<file path="src/rtl/pbus_pkg.sv">
package pbus_pkg;
  localparam int ON_W   = 4;
  localparam int OFF_W  = 6;
  localparam int CNT_W  = OFF_W;
  localparam int WORD_W = 32;
  localparam int NSTB   = 3;

  // on/off word field positions
  localparam int CS_ON_LSB  = 0;
  localparam int CS_OFF_LSB = 4;
  localparam int WE_ON_LSB  = 10;
  localparam int WE_OFF_LSB = 14;
  localparam int RE_ON_LSB  = 20;
  localparam int RE_OFF_LSB = 24;
  // cycle word field positions
  localparam int WR_LEN_LSB = 0;
  localparam int RD_LEN_LSB = 6;
  localparam int ACC_LSB    = 22;

  typedef enum logic [1:0] {
    K_CMD   = 2'd0,
    K_PARAM = 2'd1,
    K_READ  = 2'd2,
    K_NONE  = 2'd3
  } kind_e;

  typedef struct packed {
    logic [CNT_W-1:0] cs_on;
    logic [CNT_W-1:0] cs_off;
    logic [CNT_W-1:0] we_on;
    logic [CNT_W-1:0] we_off;
    logic [CNT_W-1:0] re_on;
    logic [CNT_W-1:0] re_off;
    logic [CNT_W-1:0] wr_len;
    logic [CNT_W-1:0] rd_len;
    logic [CNT_W-1:0] acc;
  } timing_t;
endpackage

</file>
<file path="src/rtl/pbus_timing_fix.sv">
module pbus_timing_fix
  import pbus_pkg::*;
(
  input  logic [WORD_W-1:0] onoff_i,
  input  logic [WORD_W-1:0] cycle_i,
  output timing_t           tm_o
);
  localparam int PAD = CNT_W - ON_W;

  function automatic logic [CNT_W-1:0] past_on(logic [CNT_W-1:0] on, logic [CNT_W-1:0] off);
    return (off <= on) ? on + 1'b1 : off;
  endfunction

  function automatic logic [CNT_W-1:0] at_least(logic [CNT_W-1:0] v, logic [CNT_W-1:0] floor);
    return (v < floor) ? floor : v;
  endfunction

  logic [CNT_W-1:0] cs_on, we_on, re_on;
  logic [CNT_W-1:0] we_off_f, re_off_f, cs_off_f;
  logic unused_bits;

  assign cs_on = {{PAD{1'b0}}, onoff_i[CS_ON_LSB +: ON_W]};
  assign we_on = {{PAD{1'b0}}, onoff_i[WE_ON_LSB +: ON_W]};
  assign re_on = {{PAD{1'b0}}, onoff_i[RE_ON_LSB +: ON_W]};

  assign we_off_f = past_on(we_on, onoff_i[WE_OFF_LSB +: OFF_W]);
  assign re_off_f = past_on(re_on, onoff_i[RE_OFF_LSB +: OFF_W]);
  assign cs_off_f = at_least(past_on(cs_on, onoff_i[CS_OFF_LSB +: OFF_W]),
                             at_least(we_off_f, re_off_f));

  always_comb begin
    tm_o.cs_on  = cs_on;
    tm_o.cs_off = cs_off_f;
    tm_o.we_on  = we_on;
    tm_o.we_off = we_off_f;
    tm_o.re_on  = re_on;
    tm_o.re_off = re_off_f;
    tm_o.wr_len = at_least(cycle_i[WR_LEN_LSB +: OFF_W], we_off_f);
    tm_o.rd_len = at_least(cycle_i[RD_LEN_LSB +: OFF_W], re_off_f);
    tm_o.acc    = past_on(re_on, cycle_i[ACC_LSB +: OFF_W]);
  end

  // pulse-width field and spare bits carry no function here
  assign unused_bits = ^{onoff_i[WORD_W-1:RE_OFF_LSB+OFF_W],
                         cycle_i[WORD_W-1:ACC_LSB+OFF_W],
                         cycle_i[ACC_LSB-1:RD_LEN_LSB+OFF_W]};
endmodule

</file>
<file path="src/rtl/pbus_tick_div.sv">
module pbus_tick_div (
  input  logic clk_i,
  input  logic rst_ni,
  input  logic run_i,
  input  logic div2_i,
  output logic tick_o
);
  logic phase_q;

  always_ff @(posedge clk_i or negedge rst_ni) begin
    if (!rst_ni)     phase_q <= 1'b0;
    else if (!run_i) phase_q <= 1'b0;
    else             phase_q <= ~phase_q;
  end

  assign tick_o = run_i & (~div2_i | phase_q);

  assert_tick_spacing_R7: assert property (@(posedge clk_i) disable iff (!rst_ni)
    (div2_i && tick_o) |=> !tick_o);
endmodule

</file>
<file path="src/rtl/pbus_strobe.sv">
module pbus_strobe #(
  parameter int CNT_W = 6
) (
  input  logic             en_i,
  input  logic [CNT_W-1:0] cnt_i,
  input  logic [CNT_W-1:0] on_i,
  input  logic [CNT_W-1:0] off_i,
  output logic             strobe_no
);
  assign strobe_no = ~(en_i && (cnt_i >= on_i) && (cnt_i < off_i));
endmodule

</file>
<file path="src/rtl/pbus_engine.sv">
module pbus_engine
  import pbus_pkg::*;
#(
  parameter int DATA_W = 16,
  parameter int NARROW_W = 8
) (
  input  logic              clk_i,
  input  logic              rst_ni,
  input  logic              req_i,
  input  logic [1:0]        req_sel_i,
  input  logic [DATA_W-1:0] req_data_i,
  input  logic [1:0]        cfg_width_i,
  input  logic              cfg_div2_i,
  input  logic [WORD_W-1:0] onoff_word_i,
  input  logic [WORD_W-1:0] cycle_word_i,
  output logic              busy_o,
  output logic [DATA_W-1:0] rd_data_o,
  output logic              cs_no,
  output logic              we_no,
  output logic              re_no,
  output logic              dc_o,
  output logic [DATA_W-1:0] bus_data_o,
  output logic              bus_oe_o,
  input  logic [DATA_W-1:0] bus_data_i
);
  localparam int HI_W = DATA_W - NARROW_W;
  localparam int S_CS = 0;
  localparam int S_WE = 1;
  localparam int S_RE = 2;

  timing_t           tm;
  logic              active_q;
  kind_e             kind_q;
  logic [DATA_W-1:0] data_q, rd_q;
  logic [CNT_W-1:0]  cnt_q, cyc_len;
  logic [CNT_W:0]    cnt_nxt;
  logic              tick, wide, accept, is_rd, sample;
  logic [DATA_W-1:0] wr_fit, rd_fit;

  logic [CNT_W-1:0]  st_on  [NSTB];
  logic [CNT_W-1:0]  st_off [NSTB];
  logic [NSTB-1:0]   st_en, st_n;

  pbus_timing_fix u_fix (
    .onoff_i (onoff_word_i),
    .cycle_i (cycle_word_i),
    .tm_o    (tm)
  );

  pbus_tick_div u_tick (
    .clk_i  (clk_i),
    .rst_ni (rst_ni),
    .run_i  (active_q),
    .div2_i (cfg_div2_i),
    .tick_o (tick)
  );

  assign wide    = (cfg_width_i == 2'd3);
  assign accept  = req_i && !active_q && (kind_e'(req_sel_i) != K_NONE);
  assign is_rd   = (kind_q == K_READ);
  assign cyc_len = is_rd ? tm.rd_len : tm.wr_len;
  assign cnt_nxt = {1'b0, cnt_q} + 1'b1;
  assign sample  = active_q && tick && is_rd && (cnt_q == tm.acc);

  assign wr_fit = wide ? req_data_i : {{HI_W{1'b0}}, req_data_i[NARROW_W-1:0]};
  assign rd_fit = wide ? bus_data_i : {{HI_W{1'b0}}, bus_data_i[NARROW_W-1:0]};

  always_ff @(posedge clk_i or negedge rst_ni) begin
    if (!rst_ni) begin
      active_q <= 1'b0;
      kind_q   <= K_NONE;
      data_q   <= '0;
      cnt_q    <= '0;
    end else if (accept) begin
      active_q <= 1'b1;
      kind_q   <= kind_e'(req_sel_i);
      data_q   <= wr_fit;
      cnt_q    <= '0;
    end else if (active_q && tick) begin
      if (cnt_nxt >= {1'b0, cyc_len}) begin
        active_q <= 1'b0;
        cnt_q    <= '0;
      end else begin
        cnt_q    <= cnt_nxt[CNT_W-1:0];
      end
    end
  end

  always_ff @(posedge clk_i or negedge rst_ni) begin
    if (!rst_ni)     rd_q <= '0;
    else if (sample) rd_q <= rd_fit;
  end

  always_comb begin
    st_en[S_CS] = active_q;
    st_on[S_CS] = tm.cs_on;
    st_off[S_CS] = tm.cs_off;
    st_en[S_WE] = active_q && !is_rd;
    st_on[S_WE] = tm.we_on;
    st_off[S_WE] = tm.we_off;
    st_en[S_RE] = active_q && is_rd;
    st_on[S_RE] = tm.re_on;
    st_off[S_RE] = tm.re_off;
  end

  for (genvar g = 0; g < NSTB; g++) begin : g_stb
    pbus_strobe #(.CNT_W(CNT_W)) u_stb (
      .en_i      (st_en[g]),
      .cnt_i     (cnt_q),
      .on_i      (st_on[g]),
      .off_i     (st_off[g]),
      .strobe_no (st_n[g])
    );
  end

  assign cs_no      = st_n[S_CS];
  assign we_no      = st_n[S_WE];
  assign re_no      = st_n[S_RE];
  assign dc_o       = ~(active_q && (kind_q == K_CMD));
  assign bus_oe_o   = active_q && !is_rd;
  assign bus_data_o = bus_oe_o ? data_q : '0;
  assign busy_o     = active_q;
  assign rd_data_o  = rd_q;

  assert_idle_quiet_R1: assert property (@(posedge clk_i) disable iff (!rst_ni)
    !busy_o |-> (cs_no && we_no && re_no && dc_o));
  assert_single_strobe_R4: assert property (@(posedge clk_i) disable iff (!rst_ni)
    !(!we_no && !re_no));
  assert_cnt_range_R6: assert property (@(posedge clk_i) disable iff (!rst_ni)
    active_q |-> (cnt_q < cyc_len));
  assert_busy_hold_R9: assert property (@(posedge clk_i) disable iff (!rst_ni)
    (active_q && req_i) |=> ($stable(kind_q) && $stable(data_q)));
  assert_narrow_upper_R8: assert property (@(posedge clk_i) disable iff (!rst_ni)
    (!wide && busy_o) |-> (bus_data_o[DATA_W-1:NARROW_W] == '0));
endmodule

</file>
<file path="config.mk">
export PLATFORM = sky130hd
export DESIGN_NAME = pbus_engine
export DESIGN_NICKNAME = d
export VERILOG_FILES = /design/src/rtl/pbus_pkg.sv /design/src/rtl/pbus_timing_fix.sv /design/src/rtl/pbus_tick_div.sv /design/src/rtl/pbus_strobe.sv /design/src/rtl/pbus_engine.sv
export SDC_FILE = /design/constraint.sdc
export NUM_CORES = 1
export LEC_CHECK = 0
export BUFFER_PORTS_ARGS = -buffer_cell sky130_fd_sc_hd__buf_2
export CAP_MARGIN = 15
export CORE_ASPECT_RATIO = 0.8
export CORE_MARGIN = 3
export CORE_UTILIZATION = 45
export DETAILED_ROUTE_END_ITERATION = 8
export PLACE_DENSITY = 0.77
export SLEW_MARGIN = 20
export SYNTH_ARGS = -nofsm -noshare
export SYNTH_HDL_FRONTEND = slang
export SYNTH_SLANG_ARGS = --single-unit
</file>
<file path="constraint.sdc">
create_clock -name clk_i -period 10.15 [get_ports clk_i]
set_input_delay 0.5075 -clock clk_i [delete_from_list [all_inputs] [get_ports clk_i]]
set_output_delay 0.5075 -clock clk_i [all_outputs]
set_load 0.01 [all_outputs]
</file>
==> metrics.cfg, run 1 <==
[yosys]
yosysSeqAreaShare_pct=24.4
ys_seq_elements=42
syn_inst=465
synth_edf_count=0
yosysWarnings=0
synth_flop_cell=dfrtp_1
ys_types=62
synth_nets=639
syn-cell-area_sq_mm=0.00432
post_synth.cell_area_avg_sq_um=9.28
synthArstFlopShare_pct=100

[pwr]
power.net_switching_uw=371
p_sw_share_pct=38.9
intPower_uw=584
p_per_area_mw_per_mm2=183
comb_power_share_pct=51.5
clkPwrFrac_pct=18.9
power.ir.vdd_worst_mv=0.114
total_power_uw=955
p_seq_share_pct=29.6
leakagePower_nw=2.82

[timing]
max_slew_margin_pct=32.7
finalCriticalPeriod_ns=7.56
tightestPinTransition_ns=1.01
period_share_pct=74.5
tns_ns=0
slew_violations=0
fin_skew_ns=0.00466
setup_ws_ns=2.59
fmax_mhz=132
hold_viol_final=0
rsz0062_at_grt=false
finalSetupViolCount=0

[critical_path]
crit_family=compound AO/OA/AOI/OAI gates
worstPathArrival_ns=7.05
start_kind=input pin
cp.required_ns=9.64
cp_common_cell=ha_1
critical_path_class=input pin to primary output
cp_slowest_stage_delay_ns=0.53
crit_buf_inv=5
worst_path_max_delay_cell=mux2i_1
crit_path_end_kind=primary output
path_max_fanout=7

[final_layout]
final_common_cell=buf_2
layout-drive-gt1-share_pct=30.0
most-common-layout-cells=125 x buf_2, 70 x ha_1, 40 x dfrtp_1
nNetsFinal=757
area_delta_synth_final_pct=20.6
finalCoreUtilization_pct=56.6
nFillCells=812
n_antenna_cell=0

[floorplanning]
die_area_sq_mm=0.0108
die_h_microns=93.6
std_cell_rows=31
core_area_sq_mm=0.00919
chipWidth_microns=116
num_io_pins=142
initial_core_util_pct=47.0

[grt]
grt_antenna_before_repair=0
grt_pass1_wl_microns=18500
grt-ovfl-total=0
grt_start_max_net_pins=43
grt.total_usage_pct=20.6
grt_pass1_vias=4045

[clocking]
clk_pin_slew_worst_paths_ns=0.06
h-tree-depth=2
postCtsSetupBuffers=0
holdBufCountCts=0
cts_tree=built
cts.repair.resized=0
clockBufferDepth=2
clock_latency_ns=0.28
clock_sinks=42
cts_root_buffer=clkbuf_16
cts_made_buffers=5

[routing]
antenna_left=0
via_per_inst=5.60
drc=0
drtPass1Iterations=5
drt_iter0_drc=278
routedWlPerCell_microns=16.1
dr_total_vias=3912
wl_microns=11300

[worst_hold_path]
holdCritPathClass=input pin to async pin

[place]
place_ws_ns=2.68
hpwl_microns=9120
gp_congestion=0.907
port_buffers=125

[job]
drv_cap=0

[run_status]
status=finished, final reports clean

[metal layers]
metal	part of all wire, %	wire, microns	track usage [%]	up-vias
met2	49	5460	35.6	127
li1	-	-	-	1921
met1	44	4940	27.0	1845
met5	0	0	0	-
met4	1.5	164	4.30	0
met3	6.1	686	3.43	19
[stage by stage]
step | hold WS [ns] | std cells | cell area (sq um)
finish | 0.363 | 698 | 5210
global route | 0.437 | 698 | 5210
CTS | 0.401 | 697 | 5190
detailed placement | 0.422 | 690 | 5030
global placement | 0.414 | 690 | 5030
floorplan | 0.212 | 465 | 4320
[sequential cells by signal, indices dropped and copies added (netlist names)]
name	cells
data_q	16
u_tick.phase_q	1
busy_o	1
rd_data_o	16
cnt_q	6
kind_q	2
[cell usage after synthesis (all sizes together), types with 13 or more instances]
cell | count | share of area [%]
and3 | 20 | 2.9
a21o | 14 | 2.4
mux2i | 29 | 6.7
dfrtp | 40 | 23
inv | 39 | 3.4
mux2 | 25 | 6.6
a21oi | 21 | 2.5
nor2 | 20 | 1.7
clkbuf | 13 | 1.1
ha | 70 | 20
o21ai | 26 | 3.0
nand2 | 34 | 3.0
[cell families (layout without fill, tap and decap cells)]
kind of cell,Yosys count,count (layout),share of synthesized area [%]
compound gates,104,104,18.2
xor+xnor,17,17,3.45
fa+ha+maj,70,70,20.3
buf+inv,55,173,4.96
flops,42,42,24.4
mux,54,54,13.3
simple gates,123,123,15.3
[power groups by stage]
stage	combinational (mW)	sequential, mW	clock (mW)
after global placement	0.471	0.282	0
after CTS	0.494	0.283	0.186
after floorplan	0.345	0.271	0
after global routing	0.556	0.292	0.194
final	0.492	0.283	0.180
after detailed placement	0.490	0.286	0
[area by class of cell]
cell class / count / area, sq um / share of cell area, %
multi-input combinational: 368 / 3050 / 58.6
sequential: 42 / 1050 / 20.2
timing repair buffer: 127 / 644 / 12.4
inverter: 39 / 146 / 2.81
tap: 115 / 144 / 2.76
clock buffer: 6 / 139 / 2.67
clock inverter: 1 / 30.0 / 0.577
[worst paths after layout]
kind	to	slack [ns]	cells after the start	startpoint
max	cs_no	2.59	30	onoff_word_i[11]
min	rd_data_o[8]	0.36	1	rst_ni
max reg2reg	cnt_q[4]	6.40	12	kind_q[0]
min reg2reg	u_tick.phase_q	0.43	1	u_tick.phase_q
max in group asynchronous	data_q[7]	9.20	1	rst_ni
min in group clk_i	u_tick.phase_q	0.43	1	u_tick.phase_q
No activity file was read; power rests on OpenSTA's default activity.
==> inputs of run 2 (changes only) <==
ABC_AREA = 1   (was not set)
clock period = 7.5 ns   (was 10.15 ns; I/O delays follow)
==> metrics.cfg, run 2 <==
[yosys]
synth.most_common_cell=nand2_1
synthArstFlopShare_pct=100  ; unchanged
synth.top_cell.area_share_pct=23.3  ; +0.11 points
synth_edf_count=0  ; unchanged
synth_flop_cell=dfrtp_1
ys_seq_elements=42  ; unchanged
yosysWarnings=0  ; unchanged
synthTopCellsByArea=dfrtp_1 23%, ha_1 20%, nand2_1 9.8%, inv_1 8.1%, o21ai_0 7.6%
yosysTopAreaCell=dfrtp_1
post_synth.cell_area_avg_sq_um=7.26  ; -22%
synth_nets=766  ; +20%
yosysSeqAreaShare_pct=24.5  ; +0.12 points
syn-cell-area_sq_mm=0.00430  ; -0.49%
synth_common_cells=112 x nand2_1, 93 x inv_1, 70 x ha_1, 65 x o21ai_0, 52 x nor2_1
ys_types=41  ; -34%
syn_inst=592  ; +27%

[pwr]
clkPwrFrac_pct=14.2  ; -4.7 points
p_per_area_mw_per_mm2=276  ; +50%
power.net_switching_uw=649  ; +75%
intPower_uw=769  ; +32%
total_power_mw=1.42  ; +48%
p_sw_share_pct=45.7  ; +6.9 points
leakagePower_nw=2.89  ; +2.8%
p_seq_share_pct=28.5  ; -1.1 points
power.ir.vdd_worst_mv=0.129  ; +13%
comb_power_share_pct=57.3  ; +5.8 points

[clocking]
cts.repair.resized=0  ; unchanged
cts_made_buffers=5  ; unchanged
clock_latency_ns=0.28  ; about the same
clk_pin_slew_worst_paths_ns=0.06  ; about the same
cts_tree=built
cts_root_buffer=clkbuf_16
clock_sinks=42  ; unchanged
holdBufCountCts=0  ; unchanged
postCtsSetupBuffers=0  ; unchanged
clockBufferDepth=2  ; unchanged
h-tree-depth=2  ; unchanged

[floorplanning]
die_area_sq_mm=0.0108  ; -0.46%
num_io_pins=142  ; unchanged
die_h_microns=93.4  ; -0.23%
core_area_sq_mm=0.00915  ; -0.42%
std_cell_rows=31  ; unchanged
chipWidth_microns=115  ; -0.23%
initial_core_util_pct=46.9  ; about the same

[grt]
grt_antenna_before_repair=0  ; unchanged
grt.total_usage_pct=21.1  ; +0.48 points
grt_start_max_net_pins=43  ; unchanged
grt_pass1_vias=4194  ; +3.7%
grt_pass1_wl_microns=18700  ; +1.2%
grt-ovfl-total=0  ; unchanged

[final_layout]
final_common_cell=buf_2
area_delta_synth_final_pct=19.7
n_antenna_cell=0  ; unchanged
layout-drive-gt1-share_pct=23.7  ; -6.3 points
most-common-layout-cells=125 x buf_2, 112 x nand2_1, 93 x inv_1
nNetsFinal=886  ; +17%
nFillCells=864  ; +6.4%

[routing]
routedWlPerCell_microns=13.8  ; -14%
drc=0  ; unchanged
wl_microns=11500  ; +1.7%
drt_iter0_drc=248  ; -11%
via_per_inst=5.20  ; -7.2%
antenna_left=0  ; unchanged
dr_total_vias=4301  ; +9.9%
drtPass1Iterations=5  ; unchanged

[critical_path]
worstPathArrival_ns=5.57  ; -1.48 ns
r2r_slack_ns=4.55  ; -1.85 ns
critical_path_class=input pin to primary output
crit_path_end_kind=primary output
cp_slowest_stage_delay_ns=0.59  ; +0.06 ns
start_kind=input pin
path_max_fanout=11  ; +4
worst_path_max_delay_cell=o21ai_0
cp.required_ns=7.12  ; -2.52 ns

[timing]
period_share_pct=79.2
fmax_mhz=168
tns_ns=0  ; unchanged
slew_violations=0  ; unchanged
finalSetupViolCount=0  ; unchanged
setup_ws_ns=1.56  ; -1.04 ns
tightestPinTransition_ns=0.924  ; -0.0850 ns
max_slew_margin_pct=38.4  ; +5.7 points
worst_hold_slack_ns=0.225  ; -0.138 ns
fin_skew_ns=0.00586  ; +0.00120 ns
finalCriticalPeriod_ns=5.94
hold_viol_final=0  ; unchanged
rsz0062_at_grt=false

[worst_hold_path]
holdCritPathClass=input pin to async pin

[place]
gp_congestion=0.923  ; +1.8%
port_buffers=125  ; unchanged
hpwl_microns=9480  ; +4.0%
place_ws_ns=1.57  ; -1.12 ns

[job]
drv_cap=0  ; unchanged

[run_status]
status=finished, final reports clean

[run 2: area by class of cell]
type	count	area (sq um)	share of cell area (%)
Tap cell	115	144	2.80
Multi-Input combinational cell	440	2810	54.7
Sequential cell	42	1050	20.5
Clock inverter	2	10.0	0.195
Clock buffer	5	125	2.43
Timing Repair Buffer	126	633	12.3
Inverter	97	364	7.08
[run 2: final timing paths]
path	startpoint	endpoint	cells past startpoint
max reg2reg	kind_q[1]	cnt_q[3]	16
min in group clk_i	req_data_i[5]	data_q[5]	3
max in group asynchronous	rst_ni	busy_o	1
min	rst_ni	data_q[5]	1
min reg2reg	u_tick.phase_q	u_tick.phase_q	1
max	onoff_word_i[13]	cs_no	31
[run 2: logic make-up (layout without fill, tap and decap cells)]
| family | Yosys count | in the layout | synth area share [%] |
|---|---|---|---|
| AOI/OAI and AO/OA | 126 | 126 | 16.6 |
| xor gates and xnor gates | 13 | 13 | 2.65 |
| adders and majority gates | 70 | 70 | 20.4 |
| buffers and inverters | 110 | 230 | 9.99 |
| DFF | 42 | 42 | 24.5 |
| muxes | 11 | 11 | 3.20 |
| and+or+nand+nor | 220 | 220 | 22.6 |
[run 2: power by group through the flow]
stage / sequential [mW] / clock, mW / combinational (mW)
floorplan: 0.384 / 0 / 0.558
global placement: 0.405 / 0 / 0.775
detailed placement: 0.409 / 0 / 0.809
CTS: 0.405 / 0.207 / 0.815
global route: 0.416 / 0.214 / 0.936
finish: 0.404 / 0.202 / 0.812
[run 2: worst max-delay path, delay by kind of cell]
| family | cells | cell delay, ns |
|---|---|---|
| AOI/OAI and AO/OA | 9 | 2.03 |
| buffers and inverters | 5 | 0.49 |
| and+or+nand+nor | 13 | 1.48 |
| adders and majority gates | 4 | 1.22 |
[run 2: through the flow]
stage | std cells | instance area (sq um) | util (%)
global placement | 820 | 5010 | 54.7
detailed placement | 820 | 5010 | 54.7
CTS | 827 | 5140 | 56.2
floorplan | 592 | 4300 | -
finish | 827 | 5140 | 56.2
global route | 827 | 5140 | 56.2
[run 2: layer usage]
| layer | global-route usage, % | routed length, microns | vias up |
|---|---|---|---|
| met5 | 0 | 0 | - |
| met1 | 28.8 | 5150 | 1998 |
| li1 | - | - | 2195 |
| met2 | 35.5 | 5660 | 98 |
| met4 | 4.99 | 127 | 0 |
| met3 | 2.52 | 511 | 10 |
